[src/rtl/dma_seq_pkg.sv]
`timescale 1ns/1ps
package dma_seq_pkg;
  typedef enum logic [1:0] {GR_BLOCK, GR_WORD, GR_LINE, GR_NONE} grain_e;
  typedef enum logic {ST_IDLE, ST_RUN} state_e;
endpackage

[src/rtl/dma_mode_dec.sv]
`timescale 1ns/1ps
module dma_mode_dec
  import dma_seq_pkg::*;
(
  input  logic [2:0] mode_i,
  output logic       valid_o,
  output logic       self_trig_o,
  output logic       auto_clr_o,
  output logic       eob_irq_o,
  output grain_e     grain_o
);
  always_comb begin
    valid_o     = 1'b1;
    self_trig_o = 1'b0;
    auto_clr_o  = ~mode_i[2];
    eob_irq_o   = ~mode_i[2];
    grain_o     = GR_BLOCK;
    case (mode_i)
      3'b000: grain_o = GR_BLOCK;
      3'b001: grain_o = GR_WORD;
      3'b010: grain_o = GR_LINE;
      3'b011: begin grain_o = GR_BLOCK; self_trig_o = 1'b1; end
      3'b100: grain_o = GR_BLOCK;
      3'b101: grain_o = GR_WORD;
      default: begin
        valid_o    = 1'b0;
        auto_clr_o = 1'b0;
        eob_irq_o  = 1'b0;
        grain_o    = GR_NONE;
      end
    endcase
  end
endmodule

[src/rtl/dma_dn_ctr.sv]
`timescale 1ns/1ps
module dma_dn_ctr #(
  parameter int unsigned W      = 16,
  parameter bit          RELOAD = 1'b1
) (
  input  logic         clk_i,
  input  logic         rst_ni,
  input  logic         load_i,
  input  logic [W-1:0] val_i,
  input  logic         dec_i,
  output logic [W-1:0] cnt_o
);
  localparam logic [W-1:0] ONE = W'(1);

  logic [W-1:0] cnt_q, cnt_d;
  logic         last;

  assign last = (cnt_q <= ONE);

  generate
    if (RELOAD) begin : g_wrap
      always_comb begin
        cnt_d = cnt_q;
        if (dec_i) cnt_d = last ? val_i : cnt_q - ONE;
        else if (load_i) cnt_d = val_i;
      end
    end else begin : g_sat
      always_comb begin
        cnt_d = cnt_q;
        if (load_i) cnt_d = val_i;
        else if (dec_i) cnt_d = last ? '0 : cnt_q - ONE;
      end
    end
  endgenerate

  always_ff @(posedge clk_i or negedge rst_ni) begin
    if (!rst_ni) cnt_q <= '0;
    else         cnt_q <= cnt_d;
  end

  assign cnt_o = cnt_q;
endmodule

[src/rtl/dma_req_latch.sv]
`timescale 1ns/1ps
module dma_req_latch (
  input  logic clk_i,
  input  logic rst_ni,
  input  logic armed_i,
  input  logic req_i,
  input  logic take_i,
  output logic pend_o
);
  logic pend_q;

  // several requests during one unit collapse into a single pending one
  always_ff @(posedge clk_i or negedge rst_ni) begin
    if (!rst_ni) pend_q <= 1'b0;
    else         pend_q <= armed_i & ~take_i & (pend_q | req_i);
  end

  assign pend_o = pend_q;
endmodule

[src/rtl/dma_irq_flag.sv]
`timescale 1ns/1ps
module dma_irq_flag (
  input  logic clk_i,
  input  logic rst_ni,
  input  logic set_i,
  input  logic ack_i,
  output logic irq_o
);
  logic irq_q;

  always_ff @(posedge clk_i or negedge rst_ni) begin
    if (!rst_ni)    irq_q <= 1'b0;
    else if (set_i) irq_q <= 1'b1;
    else if (ack_i) irq_q <= 1'b0;
  end

  assign irq_o = irq_q;
endmodule

[src/rtl/dma_mode_seq.sv]
`timescale 1ns/1ps
module dma_mode_seq
  import dma_seq_pkg::*;
#(
  parameter int unsigned CNT_W  = 16,
  parameter int unsigned LINE_W = 8
) (
  input  logic              clk_i,
  input  logic              rst_ni,
  input  logic [2:0]        mode_i,
  input  logic              en_wr_i,
  input  logic              en_wdata_i,
  input  logic              ie_i,
  input  logic [CNT_W-1:0]  preload_i,
  input  logic [LINE_W-1:0] line_len_i,
  input  logic              req_i,
  output logic              xfer_valid_o,
  input  logic              xfer_ready_i,
  output logic              en_o,
  output logic [CNT_W-1:0]  cnt_o,
  output logic              irq_o,
  input  logic              irq_ack_i
);
  localparam logic [CNT_W-1:0]  BLK_ONE  = CNT_W'(1);
  localparam logic [LINE_W-1:0] LINE_ONE = LINE_W'(1);

  state_e st_q, st_d;
  logic   en_q, en_d;
  logic   act_clr_q, act_irq_q;
  grain_e act_grain_q;

  logic   m_valid, m_self, m_clr, m_irq;
  grain_e m_grain;

  logic              pend;
  logic [CNT_W-1:0]  blk_cnt;
  logic [LINE_W-1:0] line_cnt;

  logic running, fire, wr_off, abort, en_rise, start, take;
  logic blk_last, line_last, unit_end, eob, irq_set;

  dma_mode_dec u_dec (
    .mode_i      (mode_i),
    .valid_o     (m_valid),
    .self_trig_o (m_self),
    .auto_clr_o  (m_clr),
    .eob_irq_o   (m_irq),
    .grain_o     (m_grain)
  );

  assign running  = (st_q == ST_RUN);
  assign fire     = running & xfer_ready_i;
  assign wr_off   = en_wr_i & ~en_wdata_i;
  assign abort    = wr_off & running;
  assign en_rise  = en_wr_i & en_wdata_i & ~en_q;
  assign start    = ~running & en_q & ~wr_off & m_valid & (m_self | pend | req_i);
  assign take     = start & ~m_self;

  assign blk_last  = (blk_cnt <= BLK_ONE);
  assign line_last = (line_cnt <= LINE_ONE);
  assign eob       = fire & blk_last;
  assign unit_end  = fire & (blk_last
                     | (act_grain_q == GR_WORD)
                     | ((act_grain_q == GR_LINE) & line_last));

  assign irq_set = ie_i & (abort | (eob & act_irq_q));

  dma_req_latch u_req (
    .clk_i   (clk_i),
    .rst_ni  (rst_ni),
    .armed_i (en_q),
    .req_i   (req_i),
    .take_i  (take),
    .pend_o  (pend)
  );

  dma_dn_ctr #(.W(CNT_W), .RELOAD(1'b1)) u_blk_ctr (
    .clk_i  (clk_i),
    .rst_ni (rst_ni),
    .load_i (en_rise),
    .val_i  (preload_i),
    .dec_i  (fire),
    .cnt_o  (blk_cnt)
  );

  dma_dn_ctr #(.W(LINE_W), .RELOAD(1'b0)) u_line_ctr (
    .clk_i  (clk_i),
    .rst_ni (rst_ni),
    .load_i (start),
    .val_i  (line_len_i),
    .dec_i  (fire),
    .cnt_o  (line_cnt)
  );

  dma_irq_flag u_irq (
    .clk_i  (clk_i),
    .rst_ni (rst_ni),
    .set_i  (irq_set),
    .ack_i  (irq_ack_i),
    .irq_o  (irq_o)
  );

  always_comb begin
    st_d = st_q;
    if (abort)                  st_d = ST_IDLE;
    else if (running)           st_d = unit_end ? ST_IDLE : ST_RUN;
    else if (start)             st_d = ST_RUN;
  end

  always_comb begin
    en_d = en_q;
    if (en_wr_i)                 en_d = en_wdata_i;
    else if (eob && act_clr_q)   en_d = 1'b0;
  end

  always_ff @(posedge clk_i or negedge rst_ni) begin
    if (!rst_ni) begin
      st_q        <= ST_IDLE;
      en_q        <= 1'b0;
      act_clr_q   <= 1'b0;
      act_irq_q   <= 1'b0;
      act_grain_q <= GR_NONE;
    end else begin
      st_q <= st_d;
      en_q <= en_d;
      // mode is captured per unit so the end-of-block actions match the trigger
      if (start) begin
        act_clr_q   <= m_clr;
        act_irq_q   <= m_irq;
        act_grain_q <= m_grain;
      end
    end
  end

  assign xfer_valid_o = running;
  assign en_o         = en_q;
  assign cnt_o        = blk_cnt;
endmodule

[config.mk]
export PLATFORM = sky130hd
export DESIGN_NAME = dma_mode_seq
export DESIGN_NICKNAME = d
export VERILOG_FILES = /design/src/rtl/dma_seq_pkg.sv /design/src/rtl/dma_mode_dec.sv /design/src/rtl/dma_dn_ctr.sv /design/src/rtl/dma_req_latch.sv /design/src/rtl/dma_irq_flag.sv /design/src/rtl/dma_mode_seq.sv
export SDC_FILE = /design/constraint.sdc
export NUM_CORES = 1
export LEC_CHECK = 0
export CAP_MARGIN = 20
export CORE_MARGIN = 5
export CORE_UTILIZATION = 40
export CTS_CLUSTER_DIAMETER = 120
export DETAILED_ROUTE_END_ITERATION = 16
export PLACE_DENSITY = 0.7
export SYNTH_ARGS = -nofsm -noshare
export SYNTH_HDL_FRONTEND = slang
export SYNTH_HIERARCHICAL = 1
export SYNTH_SLANG_ARGS = --single-unit
[constraint.sdc]
create_clock -name clk_i -period 3.4 [get_ports clk_i]
set_clock_uncertainty 0.05 [all_clocks]
set_input_delay 0.34 -clock clk_i [delete_from_list [all_inputs] [get_ports clk_i]]
set_output_delay 0.34 -clock clk_i [all_outputs]
set_load 0.05 [all_outputs]
After elaboration in Yosys (flattened, before gate mapping) --
Cells that the tools add are included.
Word-level totals: word-level logic and storage cells 76, RAM bits 0, output and inout port bits 19, memory bits (read-only) 0, bits of input ports 35, register bits after elaboration 31, memories kept 0, bits in latches 0
Cells by class: reductions and logical operators 9, bitwise gates (word level) 30, eq/ne operators 7, $mul 0, div/mod/pow operators 0, add/subtract/negate cells 2, multiplexer cells 18, shifts and indexed selects 0, magnitude comparators 2
Operator list (number):
- $mux 16 | 3
- $mux 8 | 3
- $and 1x1->1 | 17
- $le 16x1->1 const B | 1
- $sub 16x1->16 const B | 1
- $mux 1 | 11
- $le 8x1->1 const B | 1
- $reduce_bool 2->1 | 4
- $sub 8x1->8 const B | 1
- $not 1->1 | 7
- $eq 3x2->1 const B | 2
- $eq 3x3->1 const B | 2
- $or 1x1->1 | 6
- $pmux 2 s3 | 1
- $reduce_or 6->1 | 1
- $eq 3x1->1 const B | 1
- $logic_not 3->1 | 1
- $reduce_or 3->1 | 1
- $eq 2x1->1 const B | 1
- $eq 2x2->1 const B | 1
- $reduce_or 2->1 | 1
- $logic_and 1x1->1 | 1

Logic depth before layout (Yosys ltp) --
Gate-level depths: netlist of the first run.
word-level depth 10, depth in mapped cells 8, depth with buffers taken out 8

By module --
Netlist of the first run, hierarchy kept.
Modules (own cells, without submodules):
- dma_dn_ctr (u_blk_ctr) | cells each 128, area each 1118.6 µm², instances 1, seq. area each 400.4 µm²
- dma_dn_ctr (u_line_ctr) | cells each 53, area each 505.5 µm², instances 1, seq. area each 200.2 µm²
- dma_mode_seq | cells each 36, area each 426.7 µm², instances 1, seq. area each 152.6 µm²
- dma_mode_dec | cells each 7, area each 41.3 µm², instances 1, seq. area each 0.0 µm²
- dma_req_latch | cells each 3, area each 41.3 µm², instances 1, seq. area each 25.0 µm²
- dma_irq_flag | cells each 3, area each 36.3 µm², instances 1, seq. area each 25.0 µm²

Worst setup path before layout of the first run --
OpenSTA, ideal clock, no wires.
path kind register to register, start register u_blk_ctr.cnt_q[8] (netlist: u_blk_ctr/cnt_o[8]), end register u_blk_ctr.cnt_q[2] (netlist: u_blk_ctr/cnt_o[2]), path slack 0.726 ns, library setup time 0.124 ns, stages on the path, launching flop included 8, arrival time 2.500 ns, data required time 3.226 ns, buffers on the path 2, period minus slack after synthesis 2.674 ns, path through dfrtp_1 > clkbuf_1 > or4_1 > or4_4 > o21ai_4 > buf_6 > o21ai_1 > a211o_1
Between the ends: word-level cells in the longest chain between the ends 3
RTL lines:
- start: declaration | line dma_dn_ctr.sv:15 | logic [W-1:0] cnt_q, cnt_d;
- start signal: assignment | line dma_dn_ctr.sv:38 | else cnt_q <= cnt_d;
- $le 16x1->1 | line dma_dn_ctr.sv:18 | assign last = (cnt_q <= ONE);
- $mux 16 (2 in a row) | line dma_dn_ctr.sv:24 | if (dec_i) cnt_d = last ? val_i : cnt_q - ONE;
Every way passes these cells. A chain may end at the register's enable or synchronous reset.

Worst setup path in the final report of the first run --
start register u_blk_ctr.cnt_q[4] (netlist: u_blk_ctr/cnt_o[4]), end register u_blk_ctr.cnt_q[11] (netlist: u_blk_ctr/cnt_o[11])
Between the ends: word-level cells in the longest chain between the ends 3, elaborated cells on any way between the ends 4, those cells by class add/sub (1); order compare (1); mux (2)
RTL lines (line):
- $sub 16x1->16 or $le 16x1->1 (tied branches) | dma_dn_ctr.sv:24, dma_dn_ctr.sv:18
- $mux 16 (*) (2 in a row) | dma_dn_ctr.sv:24
Mark *: on every way between the ends. The rest lies on a longest branch, timed or not.

==> parameters.txt, run 1 <==
Parameter                              Value

Setup path
  Data arrival time at the worst-slack endpoint ... roughly 2800 ps
  Startpoint class of the critical path ... flip-flop
  Origin of the critical flop-to-flop path ... u_blk_ctr/cnt_o[4]
  Sort of element at the end of the critical path ... flip-flop
  Type of the worst setup path ... reg2reg
  Critical path startpoint ... u_blk_ctr/cnt_o[4]
  Max incr delay on CP ... about 700 ps
  Critical-path top delay cell ... sky130_fd_sc_hd__or4_1
  Worst reg2reg setup slack ... roughly 700 ps
  Critical path data required time ... 3510 ps
  Cell Chain, Critical Path ... or4_1 > or4_4 > o21ai_4 > o21ai_0 > a221o_1
  Capturing point of the worst reg2reg path ... u_blk_ctr/cnt_o[11]
  Buffers & Inverters on Critical Path ... 0
  Maximum fanout count along the critical path ... 17
  Kind of cell with the highest combined delay on the critical path ... simple AND/OR/NAND/NOR gates
  Count of cell instances traversed by the critical path ... 5
  Path depth of the worst reg2reg path ... 5

Pwr
  Static power due to leakage ... approximately 0.0011 uW
  Total chip power ... 2400 uW
  Maximum vdd ir drop ... between 600 and 700 uV
  Power density relative to cell area ... approximately 840 mW/mm^2

Synth
  Share of Yosys cell area claimed by the top area cell type ... 0.346
  Flop and latch count out of synthesis ... 32
  List of most frequent post-synthesis cells ... 30 x sky130_fd_sc_hd__dfrtp_1, 21 x sky130_fd_sc_hd__o21ai_0, 16 x sky130_fd_sc_hd__nor2_1, 14 x sky130_fd_sc_hd__nand2_1
  Most used standard cell by instance count after synthesis ... sky130_fd_sc_hd__dfrtp_1
  Synth Instances ... 230
  Dominant cell type by area after synthesis ... sky130_fd_sc_hd__dfrtp_1
  Number of nets produced by synthesis ... about 270
  Async SR Flop Fraction ... 1.00
  Synthesized area ... approximately 0.0022 sq mm
  Yosys warns ... 6
  Number of synthesized flops with an enable pin ... 0
  Part of the Yosys area used for sequential elements ... 0.370
  Post-synth top flop ... sky130_fd_sc_hd__dfrtp_1
  Post-synth cell types ... 60
  Leading post-synthesis cells by cell area ... sky130_fd_sc_hd__dfrtp_1 35%, sky130_fd_sc_hd__o21ai_0 4.8%, sky130_fd_sc_hd__a221o_1 3.7%
  Mean post-synth cell area ... between 9 and 10 sq um

Timing
  Final Hold Fails ... 0
  Final worst path period need ... roughly 2700 ps
  Least-Margin Pin Slew ... a little over 700 ps
  Count of endpoints failing setup in the final report ... 0
  Normalized max-slew margin ... 0.525
  RSZ-0062 raised after global routing ... no
  Highest attainable clock frequency ... 0.369 GHz
  Ratio of final minimum period to clock period ... 0.797
  Total Neg Setup Slack ... 0 ps
  Max Slew Vio Count ... 0
  Hold slack ... 412 ps

Floorplanning
  Row Count ... 26
  Core area ... approximately 0.0052 sq mm
  Boundary pin count ... 54
  Initial cell density of the core ... 0.419
  Horizontal extent of the die ... 83.6 microns
  Die outline area ... between 0.006 and 0.007 sq mm
  Die height ... roughly 84 microns

Clock network
  Clock slew at the register clock pins of the worst setup and hold paths ... roughly 70 ps
  Clock latency at the later pin of the worst-skew pair ... about 280 ps
  Number of clock buffers inserted by TritonCTS ... 5
  Cell at the root of the clock tree ... sky130_fd_sc_hd__clkbuf_8
  H-Tree Depth ... 2
  Deepest clock path buffer count ... 2
  Number of setup buffers added after CTS ... 0
  Post-CTS Resized ... 0
  Clock tree sinks ... 32
  Hold buffer count at CTS ... 0
  Clock tree from TritonCTS ... built

Drt
  Via count of the routed design ... slightly above 2000
  Post-route ant nets ... 0
  Number of DRC violations after detailed-routing iteration 0 ... between 70 and 80
  Total length of routed wires ... between 5000 and 6000 microns
  Final routed wire length divided by cell count ... 16.5 microns
  Router iterations before antenna repair ... 4
  Via-to-Cell Ratio ... around 5.8
  Post-detailed-route DRC marker count ... 0

Job
  Maximum Capacitance Violations ... 0

Place
  Placer congestion estimate ... about 0.9
  Post-DP HPWL ... ~4100 microns
  Count of input and output buffers ... between 50 and 60

Finish
  Layout-stage area growth over the synthesis result ... 31.4%
  Layout cell share with drive strength beyond 1 ... 0.135
  Fin nets ... between 300 and 400
  Antenna diode count ... 0

Global route
  Pin count of the biggest net entering global routing ... 33
  Global-route wire length before repair ... between 9000 and 10000 microns
  Total overflow reported by the global router ... 0
  Initial antenna violation count ... 0
  Global-route total usage across every layer ... 0.168
  Via count of the first global-routing pass ... a little over 2000

Min path
  Classification of the worst-slack hold path ... in2async

Outcome
  Outcome ... finished clean
-- power breakdown --
part,total [uW],switching [uW],internal [uW]
Combinational,1170,701,468
Sequential,861,311,550
Clock,370,152,218
-- placed cells by master, fill, tap and decap left out, types with 6 or more instances in the layout --
cell type / count
sky130_fd_sc_hd__nor2_1: 16
sky130_fd_sc_hd__inv_1: 12
sky130_fd_sc_hd__nand2_1: 14
sky130_fd_sc_hd__nor3_1: 6
sky130_fd_sc_hd__a221o_1: 8
sky130_fd_sc_hd__a21oi_1: 8
sky130_fd_sc_hd__o21ai_0: 21
sky130_fd_sc_hd__a211oi_1: 7
sky130_fd_sc_hd__dfrtp_1: 30
sky130_fd_sc_hd__clkdlybuf4s50_1: 53
sky130_fd_sc_hd__nor4_1: 12
-- metal layers --
| metal | GRT usage | vias up | wire [microns] |
|---|---|---|---|
| met4 | 0.0365 | 0 | 65 |
| li1 | - | 995 | - |
| met3 | 0.0484 | 8 | 252 |
| met2 | 0.284 | 52 | 2790 |
| met5 | 0 | - | 0 |
| met1 | 0.213 | 995 | 2690 |
-- kinds of logic (layout without fill, tap and decap cells) --
group,Yosys count,after routing,share of synthesized area
compound gates,72,72,0.249
xor+xnor,2,2,0.00808
fa+ha+maj,4,4,0.0231
simple gates,90,90,0.268
buf+inv,23,75,0.0461
flops,32,32,0.370
mux,7,7,0.0352
-- worst max-delay path by stage --
stage,endpoint,slack [ps]
6_report,u_blk_ctr/cnt_o[11],690
3_3_place_gp,u_line_ctr/cnt_o[4],640
2_1_floorplan,u_blk_ctr/cnt_o[2],730
5_1_grt,u_blk_ctr/cnt_o[11],580
4_1_cts,u_blk_ctr/cnt_o[11],720
3_5_place_dp,u_line_ctr/cnt_o[4],580
-- area by class of cell --
class | count | area (sq um)
clock buffer | 6 | 72.6
multi-input combinational | 175 | 1270
timing repair buffer | 54 | 538
inverter | 13 | 48.8
tap | 70 | 87.6
clock inverter | 2 | 35.0
sequential | 32 | 803
fill | 490 | 2320
-- sequential cells by signal, summed over array words and instances (netlist names) --
register,cells
u_line_ctr/cnt_o,8
act_irq_q,1
act_grain_q,2
u_irq/irq_o,1
u_blk_ctr/cnt_o,16
u_req/pend_o,1
act_clr_q,1
en_o,1
xfer_valid_o,1
-- stage by stage --
stage / instance area [sq um] / utilization / cells / setup slack, ps
after floorplan: 2170 / - / 230 / 726
after global placement: 2740 / 0.530 / 344 / 638
after detailed placement: 2740 / 0.530 / 344 / 584
after CTS: 2850 / 0.551 / 352 / 724
after global routing: 2850 / 0.551 / 352 / 578
final: 2850 / 0.551 / 352 / 691
No activity file was read; power rests on OpenSTA's default activity.
==> inputs of run 2 (changes only) <==
==> constraint.sdc (replaced) <==
create_clock -name clk_i -period 2.8 [get_ports clk_i]
set_clock_uncertainty 0.05 [all_clocks]
set_input_delay 0.28 -clock clk_i [delete_from_list [all_inputs] [get_ports clk_i]]
set_output_delay 0.28 -clock clk_i [all_outputs]
set_load 0.05 [all_outputs]
==> parameters.txt, run 2 (same netlist as run 1, synthesis figures left out) <==
Parameter                              Value

Clock network
  Number of setup buffers added after CTS ... 0
  Clock tree from TritonCTS ... built
  Cell at the root of the clock tree ... sky130_fd_sc_hd__clkbuf_8
  Clock tree sinks ... 32
  Clock slew at the register clock pins of the worst setup and hold paths ... roughly 70 ps
  Post-CTS Resized ... 0
  H-Tree Depth ... 2
  Number of clock buffers inserted by TritonCTS ... 5
  Hold buffer count at CTS ... 0
  Clock latency at the later pin of the worst-skew pair ... a little under 300 ps
  Deepest clock path buffer count ... 2

Setup path
  Max incr delay on CP ... roughly 550 ps
  Critical path data required time ... between 2000 and 3000 ps
  Startpoint class of the critical path ... flip-flop
  Critical-path top delay cell ... sky130_fd_sc_hd__or4_1
  Cell Chain, Critical Path ... or4_1 > or4_4 > o21ai_4 > o21ai_0 > a221o_1
  Origin of the critical flop-to-flop path ... u_blk_ctr/cnt_o[5]
  Data arrival time at the worst-slack endpoint ... roughly 2700 ps
  Path depth of the worst reg2reg path ... 5
  Sort of element at the end of the critical path ... flip-flop
  Type of the worst setup path ... reg2reg
  Buffers & Inverters on Critical Path ... 0
  Worst reg2reg setup slack ... 260 ps
  Capturing point of the worst reg2reg path ... u_blk_ctr/cnt_o[5]
  Kind of cell with the highest combined delay on the critical path ... simple AND/OR/NAND/NOR gates
  Maximum fanout count along the critical path ... 17

Drt
  Post-detailed-route DRC marker count ... 0
  Router iterations before antenna repair ... 5
  Total length of routed wires ... about 6100 microns
  Post-route ant nets ... 0
  Via-to-Cell Ratio ... between 5 and 6
  Final routed wire length divided by cell count ... about 17 microns
  Via count of the routed design ... between 2000 and 2500
  Number of DRC violations after detailed-routing iteration 0 ... 56

Place
  Count of input and output buffers ... 53
  Post-DP HPWL ... about 4500 microns
  Worst slack, placed ... between 200 and 300 ps
  Placer congestion estimate ... approximately 0.90
  Total placed instance area ... about 0.0028 sq mm

Timing
  Count of endpoints failing setup in the final report ... 0
  Hold slack ... between 300 and 400 ps
  Final Hold Fails ... 0
  RSZ-0062 raised after global routing ... no
  Least-Margin Pin Slew ... around 840 ps
  Worst path setup slack after routing ... ~260 ps
  Normalized max-slew margin ... 0.434
  Max Slew Vio Count ... 0
  Total Neg Setup Slack ... 0 ps
  Highest attainable clock frequency ... roughly 0.4 GHz
  Ratio of final minimum period to clock period ... 0.905
  Final worst path period need ... around 2500 ps

Finish
  Most common library cell in the layout ignoring fill and taps ... sky130_fd_sc_hd__clkdlybuf4s50_1
  Area of the multi-input gates ... around 0.0013 sq mm
  Layout cell share with drive strength beyond 1 ... 0.173
  Antenna diode count ... 0
  Number of fillers in the final layout ... 491
  Fin nets ... approximately 330
  Flip-flop count of the largest register, all copies and words added ... 16
  Most frequent cells in the layout ... 53 x sky130_fd_sc_hd__clkdlybuf4s50_1, 30 x sky130_fd_sc_hd__dfrtp_1, 21 x sky130_fd_sc_hd__o21ai_0
  Sequential cell area ... between 800 and 900 sq um
  Layout-stage area growth over the synthesis result ... 35.6%
  Finished Core Util ... 0.569
  Non-Filler Cell Area, Final ... between 0.002 and 0.003 sq mm

Min path
  Classification of the worst-slack hold path ... in2async

Pwr
  Power density relative to cell area ... 1010 mW/mm^2
  Maximum vdd ir drop ... roughly 590 uV
  Static power due to leakage ... around 0.0011 uW

Floorplanning
  Die height ... roughly 84 microns
  Die outline area ... 0.00700 sq mm
  Core area ... around 0.0052 sq mm
  Boundary pin count ... 54
  Horizontal extent of the die ... 83.6 microns
  Initial cell density of the core ... 0.419
  Row Count ... 26

Global route
  Global-route wire length before repair ... ~10000 microns
  Initial antenna violation count ... 0
  Via count of the first global-routing pass ... about 2200
  Global-route total usage across every layer ... 0.181
  Total overflow reported by the global router ... 0
  Pin count of the biggest net entering global routing ... 33

Job
  Maximum Capacitance Violations ... 0

Outcome
  Outcome ... finished clean
## run 2: layout make-up
cell class / count / area share
multi-input cells: 175 / 0.430
flip-flops and latches: 32 / 0.273
repair buffers: 67 / 0.216
clock buffers: 8 / 0.0340
well taps: 70 / 0.0298
inverters: 13 / 0.0166
## run 2: through the flow
stage | cells | total power, uW
detailed placement | 357 | 2550
global route | 365 | 3160
floorplan | 230 | 1980
CTS | 365 | 2970
finish | 365 | 2960
global placement | 357 | 2530
## run 2: worst register-to-register path, stage by stage, from the launching register on
cell and delay (ps):
sky130_fd_sc_hd__dfrtp_1 470, sky130_fd_sc_hd__or4_1 560, sky130_fd_sc_hd__or4_4 450, sky130_fd_sc_hd__o21ai_4 380, sky130_fd_sc_hd__o21ai_0 190, sky130_fd_sc_hd__a221o_1 320
## run 2: report_power, final
group,internal [uW],total [uW],switching [uW]
sequential,669,964,295
clock,224,403,178
combinational,636,1590,954
total,1530,2960,1430
## run 2: per-layer routing
layer  vias to the layer above  track usage  routed length [microns]
li1                       1018            -                        -
met1                      1029        0.225                     2650
met2                        71        0.296                     2950
met3                         9       0.0573                      384
met4                         0       0.0643                       77
met5                         -            0                        0
## run 2: worst max-delay path by stage
stage,from,endpoint,slack [ps],depth (start not counted)
final,u_blk_ctr/cnt_o[5],u_blk_ctr/cnt_o[5],260,5
after global routing,u_blk_ctr/cnt_o[1],u_blk_ctr/cnt_o[5],130,7
after CTS,u_blk_ctr/cnt_o[5],u_blk_ctr/cnt_o[5],260,5
after detailed placement,u_blk_ctr/cnt_o[5],u_blk_ctr/cnt_o[5],290,5
after global placement,u_blk_ctr/cnt_o[5],u_blk_ctr/cnt_o[9],360,5
after floorplan,u_blk_ctr/cnt_o[8],u_blk_ctr/cnt_o[2],130,7
